File: src/rtl/hostbus_pkg.sv
`timescale 1ns/1ps
package hostbus_pkg;
  typedef struct packed {
    logic mem_rd;
    logic mem_wr;
    logic io_rd;
    logic io_wr;
  } bus_cmd_t;

  localparam bus_cmd_t CMD_IDLE = '0;
endpackage

File: src/rtl/hb_lo_latch.sv
`timescale 1ns/1ps
module hb_lo_latch #(
  parameter int W = 8
) (
  input  logic         clk,
  input  logic         rst,
  input  logic         ale_i,
  input  logic [W-1:0] ad_i,
  output logic [W-1:0] lo_live_o
);
  logic [W-1:0] lo_q;

  always_ff @(posedge clk) begin
    if (rst)        lo_q <= '0;
    else if (ale_i) lo_q <= ad_i;
  end

  // transparent while the strobe is high, held value otherwise
  always_comb lo_live_o = ale_i ? ad_i : lo_q;

  AST_LATCH_HOLD: assert property (@(posedge clk) disable iff (rst)
    (!rst && !ale_i) |=> $stable(lo_q));
  AST_LATCH_FOLLOW: assert property (@(posedge clk) disable iff (rst)
    (!rst && ale_i) |=> (lo_q == $past(ad_i)));
endmodule

File: src/rtl/hb_cmd_gen.sv
`timescale 1ns/1ps
module hb_cmd_gen
  import hostbus_pkg::*;
(
  input  logic     clk,
  input  logic     rst,
  input  logic     io_sel_i,
  input  logic     rd_n_i,
  input  logic     wr_n_i,
  output bus_cmd_t cmd_d_o,
  output bus_cmd_t cmd_q_o,
  output logic     err_q_o
);
  logic rd_req, wr_req, clash;

  always_comb begin
    rd_req  = ~rd_n_i;
    wr_req  = ~wr_n_i;
    clash   = rd_req & wr_req;
    cmd_d_o = CMD_IDLE;
    if (!clash) begin
      cmd_d_o.mem_rd = rd_req & ~io_sel_i;
      cmd_d_o.mem_wr = wr_req & ~io_sel_i;
      cmd_d_o.io_rd  = rd_req &  io_sel_i;
      cmd_d_o.io_wr  = wr_req &  io_sel_i;
    end
  end

  always_ff @(posedge clk) begin
    if (rst) begin
      cmd_q_o <= CMD_IDLE;
      err_q_o <= 1'b0;
    end else begin
      cmd_q_o <= cmd_d_o;
      err_q_o <= clash;
    end
  end

  AST_ERR_QUIET: assert property (@(posedge clk) disable iff (rst)
    err_q_o |-> (cmd_q_o == CMD_IDLE));
  AST_CMD_ONEHOT: assert property (@(posedge clk) disable iff (rst)
    $onehot0(cmd_q_o));
  AST_MEMRD_FOLLOWS: assert property (@(posedge clk) disable iff (rst)
    (!rst && !io_sel_i && !rd_n_i && wr_n_i) |=> cmd_q_o.mem_rd);
  AST_IOWR_FOLLOWS: assert property (@(posedge clk) disable iff (rst)
    (!rst && io_sel_i && rd_n_i && !wr_n_i) |=> cmd_q_o.io_wr);
endmodule

File: src/rtl/hb_region_decode.sv
`timescale 1ns/1ps
module hb_region_decode #(
  parameter int ADDR_W = 16,
  parameter int PORT_W = 8,
  parameter int MEM_N  = 3,
  parameter int PORT_N = 2,
  parameter int SPAN_W = 5,
  parameter logic [MEM_N*ADDR_W-1:0]  MEM_BASE      = '0,
  parameter logic [MEM_N*SPAN_W-1:0]  MEM_SPAN_LOG  = '0,
  parameter logic [PORT_N*PORT_W-1:0] PORT_BASE     = '0,
  parameter logic [PORT_N*SPAN_W-1:0] PORT_SPAN_LOG = '0
) (
  input  logic              clk,
  input  logic              rst,
  input  logic [ADDR_W-1:0] addr_i,
  input  logic              io_sel_i,
  output logic [MEM_N-1:0]  mem_sel_d_o,
  output logic [PORT_N-1:0] port_sel_d_o,
  output logic [MEM_N-1:0]  mem_cs_q_o,
  output logic [PORT_N-1:0] port_cs_q_o
);
  logic [PORT_W-1:0] port_addr;
  assign port_addr = addr_i[PORT_W-1:0];

  for (genvar g = 0; g < MEM_N; g++) begin : g_mem
    localparam logic [ADDR_W-1:0] BASE = MEM_BASE[g*ADDR_W +: ADDR_W];
    localparam int LG = int'(MEM_SPAN_LOG[g*SPAN_W +: SPAN_W]);
    assign mem_sel_d_o[g] = ~io_sel_i && ((addr_i >> LG) == (BASE >> LG));
  end

  for (genvar g = 0; g < PORT_N; g++) begin : g_port
    localparam logic [PORT_W-1:0] BASE = PORT_BASE[g*PORT_W +: PORT_W];
    localparam int LG = int'(PORT_SPAN_LOG[g*SPAN_W +: SPAN_W]);
    assign port_sel_d_o[g] = io_sel_i && ((port_addr >> LG) == (BASE >> LG));
  end

  always_ff @(posedge clk) begin
    if (rst) begin
      mem_cs_q_o  <= '0;
      port_cs_q_o <= '0;
    end else begin
      mem_cs_q_o  <= mem_sel_d_o;
      port_cs_q_o <= port_sel_d_o;
    end
  end

  AST_SEL_ONEHOT: assert property (@(posedge clk) disable iff (rst)
    $onehot0({port_cs_q_o, mem_cs_q_o}));
  AST_MEM_CS_SPACE: assert property (@(posedge clk) disable iff (rst)
    (!rst && io_sel_i) |=> (mem_cs_q_o == '0));
  AST_PORT_CS_SPACE: assert property (@(posedge clk) disable iff (rst)
    (!rst && !io_sel_i) |=> (port_cs_q_o == '0));
endmodule

File: src/rtl/hb_data_steer.sv
`timescale 1ns/1ps
module hb_data_steer #(
  parameter int DATA_W = 8,
  parameter int NDEV   = 5
) (
  input  logic                   clk,
  input  logic                   rst,
  input  logic                   rd_d_i,
  input  logic [NDEV-1:0]        sel_d_i,
  input  logic [NDEV*DATA_W-1:0] rdata_i,
  output logic                   oe_q_o,
  output logic [DATA_W-1:0]      dout_q_o
);
  logic [DATA_W-1:0] mux;
  logic              oe_d;

  always_comb begin
    mux = '0;
    for (int i = 0; i < NDEV; i++)
      if (sel_d_i[i]) mux = mux | rdata_i[i*DATA_W +: DATA_W];
    oe_d = rd_d_i & (|sel_d_i);
  end

  always_ff @(posedge clk) begin
    if (rst) begin
      oe_q_o   <= 1'b0;
      dout_q_o <= '0;
    end else begin
      oe_q_o   <= oe_d;
      dout_q_o <= oe_d ? mux : '0;
    end
  end

  AST_DOUT_QUIET: assert property (@(posedge clk) disable iff (rst)
    !oe_q_o |-> (dout_q_o == '0));
endmodule

File: src/rtl/hostbus_decoder.sv
`timescale 1ns/1ps
module hostbus_decoder
  import hostbus_pkg::*;
#(
  parameter int ADDR_W = 16,
  parameter int DATA_W = 8,
  parameter int MEM_N  = 3,
  parameter int PORT_N = 2,
  parameter int SPAN_W = $clog2(ADDR_W + 1),
  parameter logic [MEM_N*ADDR_W-1:0]  MEM_BASE      = {16'hF000, 16'h8000, 16'h0000},
  parameter logic [MEM_N*SPAN_W-1:0]  MEM_SPAN_LOG  = {5'd12, 5'd11, 5'd14},
  parameter logic [PORT_N*DATA_W-1:0] PORT_BASE     = {8'h80, 8'h20},
  parameter logic [PORT_N*SPAN_W-1:0] PORT_SPAN_LOG = {5'd4, 5'd2}
) (
  input  logic                                clk,
  input  logic                                rst,
  input  logic                                ale_i,
  input  logic [DATA_W-1:0]                   ad_i,
  input  logic [ADDR_W-DATA_W-1:0]            addr_hi_i,
  input  logic                                io_sel_i,
  input  logic                                rd_n_i,
  input  logic                                wr_n_i,
  input  logic [(MEM_N+PORT_N)*DATA_W-1:0]    dev_rdata_i,
  output logic                                mem_rd_o,
  output logic                                mem_wr_o,
  output logic                                io_rd_o,
  output logic                                io_wr_o,
  output logic                                strobe_err_o,
  output logic [ADDR_W-1:0]                   addr_o,
  output logic [MEM_N-1:0]                    mem_cs_o,
  output logic [PORT_N-1:0]                   port_cs_o,
  output logic                                bus_oe_o,
  output logic [DATA_W-1:0]                   bus_dout_o
);
  localparam int NDEV = MEM_N + PORT_N;

  logic [DATA_W-1:0] lo_live;
  logic [ADDR_W-1:0] addr_live;
  logic [ADDR_W-1:0] addr_q;
  bus_cmd_t          cmd_d, cmd_q;
  logic [MEM_N-1:0]  mem_sel_d;
  logic [PORT_N-1:0] port_sel_d;

  hb_lo_latch #(.W(DATA_W)) u_latch (
    .clk(clk), .rst(rst), .ale_i(ale_i), .ad_i(ad_i), .lo_live_o(lo_live)
  );

  assign addr_live = {addr_hi_i, lo_live};

  hb_cmd_gen u_cmd (
    .clk(clk), .rst(rst), .io_sel_i(io_sel_i), .rd_n_i(rd_n_i), .wr_n_i(wr_n_i),
    .cmd_d_o(cmd_d), .cmd_q_o(cmd_q), .err_q_o(strobe_err_o)
  );

  hb_region_decode #(
    .ADDR_W(ADDR_W), .PORT_W(DATA_W), .MEM_N(MEM_N), .PORT_N(PORT_N), .SPAN_W(SPAN_W),
    .MEM_BASE(MEM_BASE), .MEM_SPAN_LOG(MEM_SPAN_LOG),
    .PORT_BASE(PORT_BASE), .PORT_SPAN_LOG(PORT_SPAN_LOG)
  ) u_dec (
    .clk(clk), .rst(rst), .addr_i(addr_live), .io_sel_i(io_sel_i),
    .mem_sel_d_o(mem_sel_d), .port_sel_d_o(port_sel_d),
    .mem_cs_q_o(mem_cs_o), .port_cs_q_o(port_cs_o)
  );

  hb_data_steer #(.DATA_W(DATA_W), .NDEV(NDEV)) u_steer (
    .clk(clk), .rst(rst), .rd_d_i(cmd_d.mem_rd | cmd_d.io_rd),
    .sel_d_i({port_sel_d, mem_sel_d}), .rdata_i(dev_rdata_i),
    .oe_q_o(bus_oe_o), .dout_q_o(bus_dout_o)
  );

  always_ff @(posedge clk) begin
    if (rst) addr_q <= '0;
    else     addr_q <= addr_live;
  end

  assign addr_o   = addr_q;
  assign mem_rd_o = cmd_q.mem_rd;
  assign mem_wr_o = cmd_q.mem_wr;
  assign io_rd_o  = cmd_q.io_rd;
  assign io_wr_o  = cmd_q.io_wr;

  AST_ADDR_HI: assert property (@(posedge clk) disable iff (rst)
    !rst |=> (addr_o[ADDR_W-1:DATA_W] == $past(addr_hi_i)));
  AST_OE_QUAL: assert property (@(posedge clk) disable iff (rst)
    bus_oe_o |-> ((mem_rd_o | io_rd_o) && (|{port_cs_o, mem_cs_o})));
  AST_WRITE_NO_DRIVE: assert property (@(posedge clk) disable iff (rst)
    (mem_wr_o | io_wr_o) |-> !bus_oe_o);
endmodule

File: config.mk
export PLATFORM = sky130hd
export DESIGN_NAME = hostbus_decoder
export DESIGN_NICKNAME = d
export VERILOG_FILES = /design/src/rtl/hostbus_pkg.sv /design/src/rtl/hb_lo_latch.sv /design/src/rtl/hb_cmd_gen.sv /design/src/rtl/hb_region_decode.sv /design/src/rtl/hb_data_steer.sv /design/src/rtl/hostbus_decoder.sv
export SDC_FILE = /design/constraint.sdc
export NUM_CORES = 1
export LEC_CHECK = 0
export CAP_MARGIN = 20
export CORE_ASPECT_RATIO = 0.6
export CORE_MARGIN = 3
export CORE_UTILIZATION = 35
export DETAILED_ROUTE_END_ITERATION = 10
export PLACE_DENSITY = 0.8
export SETUP_SLACK_MARGIN = 0.5
export SLEW_MARGIN = 20
export SYNTH_ARGS = -nofsm -noshare
export SYNTH_HDL_FRONTEND = slang
export SYNTH_SLANG_ARGS = --single-unit
File: constraint.sdc
create_clock -name clk -period 1.8 [get_ports clk]
set_input_delay 0.27 -clock clk [delete_from_list [all_inputs] [get_ports clk]]
set_output_delay 0.27 -clock clk [all_outputs]
set_load 0.02 [all_outputs]
==> metrics.sh <==
SYNTH.CELL_AREA_UM2=1410
PATH_MAX_FANOUT=5
HOLD-PATH-CELL-COUNT=3
POWER-PER-CELL-AREA_nW_PER_UM2=633
IO_PINS=97
WORSTREG2REGSTART='u_latch.lo_q[6]'
WORSTHOLDPATHTYPE='in -> reg'
HPWLAFTERDP_MM=3.59
YS.WARNINGS.COUNT=0
MASTER_OF_THE_SLOWEST_INSTANCE_ON_THE_CRITICAL_PATH='or4b_4'
YOSYSUNIQUECELLTYPES=31
DPL_CELL_AREA_UM2=2530
SEQUENTIAL_SHARE_OF_POWER_PCT=47.3
DRT_FIRST_ITER_VIOLATIONS=106
WORSTSETUPENDPOINTTYPE='register'
CRIT_CELLS=4
P_COMB_SHARE_PCT=21.0
POWER.IR.VDD_WORST_uV=436
ENDPOINT='u_steer.dout_q_o[0]'
SYNTHESIS.NETS=199
IO_BUFFERS=96
SYNTHESIS.AREA_PER_INSTANCE_UM2=10.3
SWSHARE_PCT=25.6
INITIAL_CORE_UTIL_PCT=37.4
DETAILED_ROUTE_WIRE_LENGTH_PER_CELL_UM=17.0
NUMCTSBUFFERS=5
DIE-AREA_UM2=4850
SHARE_OF_CELL_AREA_TAKEN_BY_MUXES_AFTER_SYNTHESIS_PCT=6.48
NUM-NETS-FINAL=318
DP.CELLS=290
KIND_OF_CRITICAL_PATH='reg -> reg'
CTS.ROOT.BUFFER_CELL='clkbuf_8'
SYNTH_TOP_FAMILY_BY_AREA='simple AND/OR/NAND/NOR gates'
CLK_LATENCY_PS=280
WORSTREGTOREGCELLS=4
WORST_PIN_SLEW_PS=603
MAXCLOCKFREQUENCY_GHz=0.659
FP.DIEW_UM=87.9
SYNTH-EDFF-COUNT=0
DRT_FIRST_PASS_ITERS=4
MAX_SLEW_MARGIN_PCT=59.6
POST_SYNTHESIS_SHARE_OF_CELL_AREA_SPENT_ON_XOR_AND_XNOR_GATES_PCT=0
POST-ROUTE-MIN-PERIOD_PS=1520
DRT-TOTAL-WL_MM=5.18
PLACE_CONGESTION=0.786
FILLER_CELLS=288
GRT_REMAINING_OVERFLOW=0
POSTLAYOUTCOREUTIL_PCT=72.2
HOLD_VIOL=0
SYNTH_ASYNC_SR_FLOP_SHARE_PCT=0
TIMING.CRITICAL_PATH.FROM_TYPE='register'
CLK_PIN_SLEW_PS=70
CTS_MAX_PATH_BUFFERS=2
CORE.ROWCOUNT=17
FINAL_SETUP_SKEW_PS=3.45
CTS_TREE='yes'
FIRST_PASS_GRT_WIRE_LENGTH_MM=7.36
RUN_STATUS='completed'
CRITICAL-PATH-MAX-STAGE-DELAY_PS=590
STARTPOINT_OF_THE_MOST_CRITICAL_SETUP_PATH='u_latch.lo_q[6]'
FINAL_MIN_PERIOD_OVER_CLOCK_PERIOD_PCT=84.3
FINAL_CELL_AREA_UM2=2720
DRV_SLEW=0
WORST_EP_ARRIVAL_TIME_PS=1730
DRC=0
CRIT_CHAIN='or4b_4, a22oi_4, nand2_1, a32oi_1'
REGTOREGENDPOINT='u_steer.dout_q_o[0]'
CP_DATA_REQUIRED_TIME_PS=2010
SYNTH_SIMPLE_GATE_AREA_SHARE_PCT=27.9
LAYOUTNONFILLERINSTCOUNT=304
VIAS=1584
CLOCK_POWER_SHARE_PCT=31.6
GRT_ANTENNA_BEFORE_REPAIR=0
SYNTH_SEQ_AREA_SHARE_PCT=49.7
POWER.SWITCHING_uW=441
CTS.HTREE.LEVELS=2
CELL_INTERNAL_PWR_mW=1.28
DETAIL-ROUTE-ANTENNA-NETS=0
FINALSETUPVIOLATIONS=0
SHARE_OF_FINAL_LAYOUT_STANDARD_CELLS_STRONGER_THAN_DRIVE_STRENGTH_1_PCT=21.4
R2R_SETUP_SLACK_PS=280
COREAREA_UM2=3760
POWER.LEAKAGE_nW=1.16
VIA_PER_INST=5.21
CP_TOP_FAMILY='simple AND/OR/NAND/NOR gates'
GRT_SETUP_UNREPAIRED='true'
SYNTHTOLAYOUTAREAGROWTH_PCT=92.9
SYNTHCELLS=137
PIN_COUNT_OF_THE_BIGGEST_NET_ENTERING_GLOBAL_ROUTING=24
CTS_SINKS=35
DRV_CAP=0
CP.BUFFERS_INVERTERS=0
NUM_ANTENNA_CELLS=0
SYNTHADDERAREAFRAC_PCT=0
SYNTH_SEQ_CELLS=35
AREA_FRACTION_IN_COMPOUND_GATES_AFTER_SYNTHESIS_PCT=13.9
FIRST_GLOBAL_VIAS=1476
DIE-HEIGHT_UM=55.1
SYNTH_TOP_FLOP_CELL='dfxtp_1'
GRT.TOTAL_USAGE_PCT=20.8
[cells by family after synthesis]
logic type             Yosys count
AOI/OAI and AO/OA               20
buffers and inverters            6
DFF                             35
muxes                            9
and+or+nand+nor                 67
[tightest hold or removal path: stages]
cell,delay (ps)
dlymetal6s2s_1,120
buf_4,140
nor4_1,50
[final cells by class]
class                      instances  area, um2  area share, %
timing repair buffer             115       1050           38.8
tap                               47       58.8           2.16
clock buffer                       7       76.3           2.81
clock inverter                     1       5.00          0.184
multi-input combinational         99        820           30.2
sequential                        35        704           25.9
[repair_timing]
item                       4_1_cts  5_1_grt
hold buffers                     0        0
gates cloned                     2        1
setup endpoints to repair       46       13
pin swaps                        8       14
resized for setup               53       17
buffers inserted                 1        2
[layer usage]
layer | up-vias | share of wire [%] | track usage (%)
met5 | - | 0 | 0
met4 | 0 | 0.85 | 8.67
met3 | 7 | 11 | 7.54
met2 | 81 | 42 | 28.7
met1 | 734 | 46 | 28.9
li1 | 762 | - | -
[per-stage QoR]
stage	worst slack, ps	power (mW)	hold slack (ps)	TNS [ps]
2_1_floorplan	369	0.948	342	0
3_3_place_gp	-299	1.18	484	-2310
3_5_place_dp	-349	1.18	495	-2780
4_1_cts	278	1.71	403	0
5_1_grt	223	1.78	365	0
6_report	282	1.72	345	0
[power groups by stage]
stage	sequential, mW	combinational (mW)	clock, mW
finish	0.814	0.362	0.544
global route	0.817	0.383	0.582
CTS	0.812	0.347	0.553
detailed placement	0.831	0.354	0
global placement	0.831	0.352	0
floorplan	0.862	0.0860	0
[synth_stat cells (all sizes together), types with 2 or more instances]
cell type / count / share of area, %
clkbuf: 3 / 0.80
a32oi: 8 / 5.0
a221oi: 8 / 5.0
nand2: 13 / 3.6
nor3: 4 / 1.4
nor2: 10 / 2.7
dfxtp: 35 / 50
mux2i: 8 / 5.7
and3: 2 / 0.89
nor4b: 3 / 1.9
buf: 3 / 1.2
nor2b: 10 / 4.4
nand3: 8 / 2.8
nor3b: 9 / 5.2
[flip-flops by register name (all words and copies together), names as in the netlist]
name / cells
addr_o: 9
u_cmd.cmd_q_o: 4
u_cmd.err_q_o: 1
u_dec.mem_cs_q_o: 3
u_dec.port_cs_q_o: 2
u_latch.lo_q: 7
u_steer.dout_q_o: 8
u_steer.oe_q_o: 1
[cell usage in the layout, fill, tap and decap left out, types with 2 or more instances in the layout]
master and count:
buf_6 2, clkbuf_1 2, nand2_2 3, clkdlybuf4s50_1 53
nor2_1 10, nand3_1 8, nand2_1 10, clkbuf_8 5
dfxtp_1 32, nor3b_2 8, nor3_1 3, a32oi_1 8
dlygate4sd2_1 40, dfxtp_2 3, buf_4 17, clkbuf_2 2
mux2i_1 8, a221oi_1 8, nor2b_1 10
[how the worst min path moves through the flow]
stage                    start                    to  slack [ps]
2_1_floorplan              rst  u_dec.port_cs_q_o[1]         340
3_3_place_gp   u_latch.lo_q[0]       u_latch.lo_q[0]         480
3_5_place_dp   u_latch.lo_q[1]       u_latch.lo_q[1]         490
4_1_cts           addr_hi_i[6]   u_dec.mem_cs_q_o[0]         400
5_1_grt           addr_hi_i[7]   u_dec.mem_cs_q_o[0]         360
6_report          addr_hi_i[7]   u_dec.mem_cs_q_o[0]         340
Power figures use the tool's default switching activity.
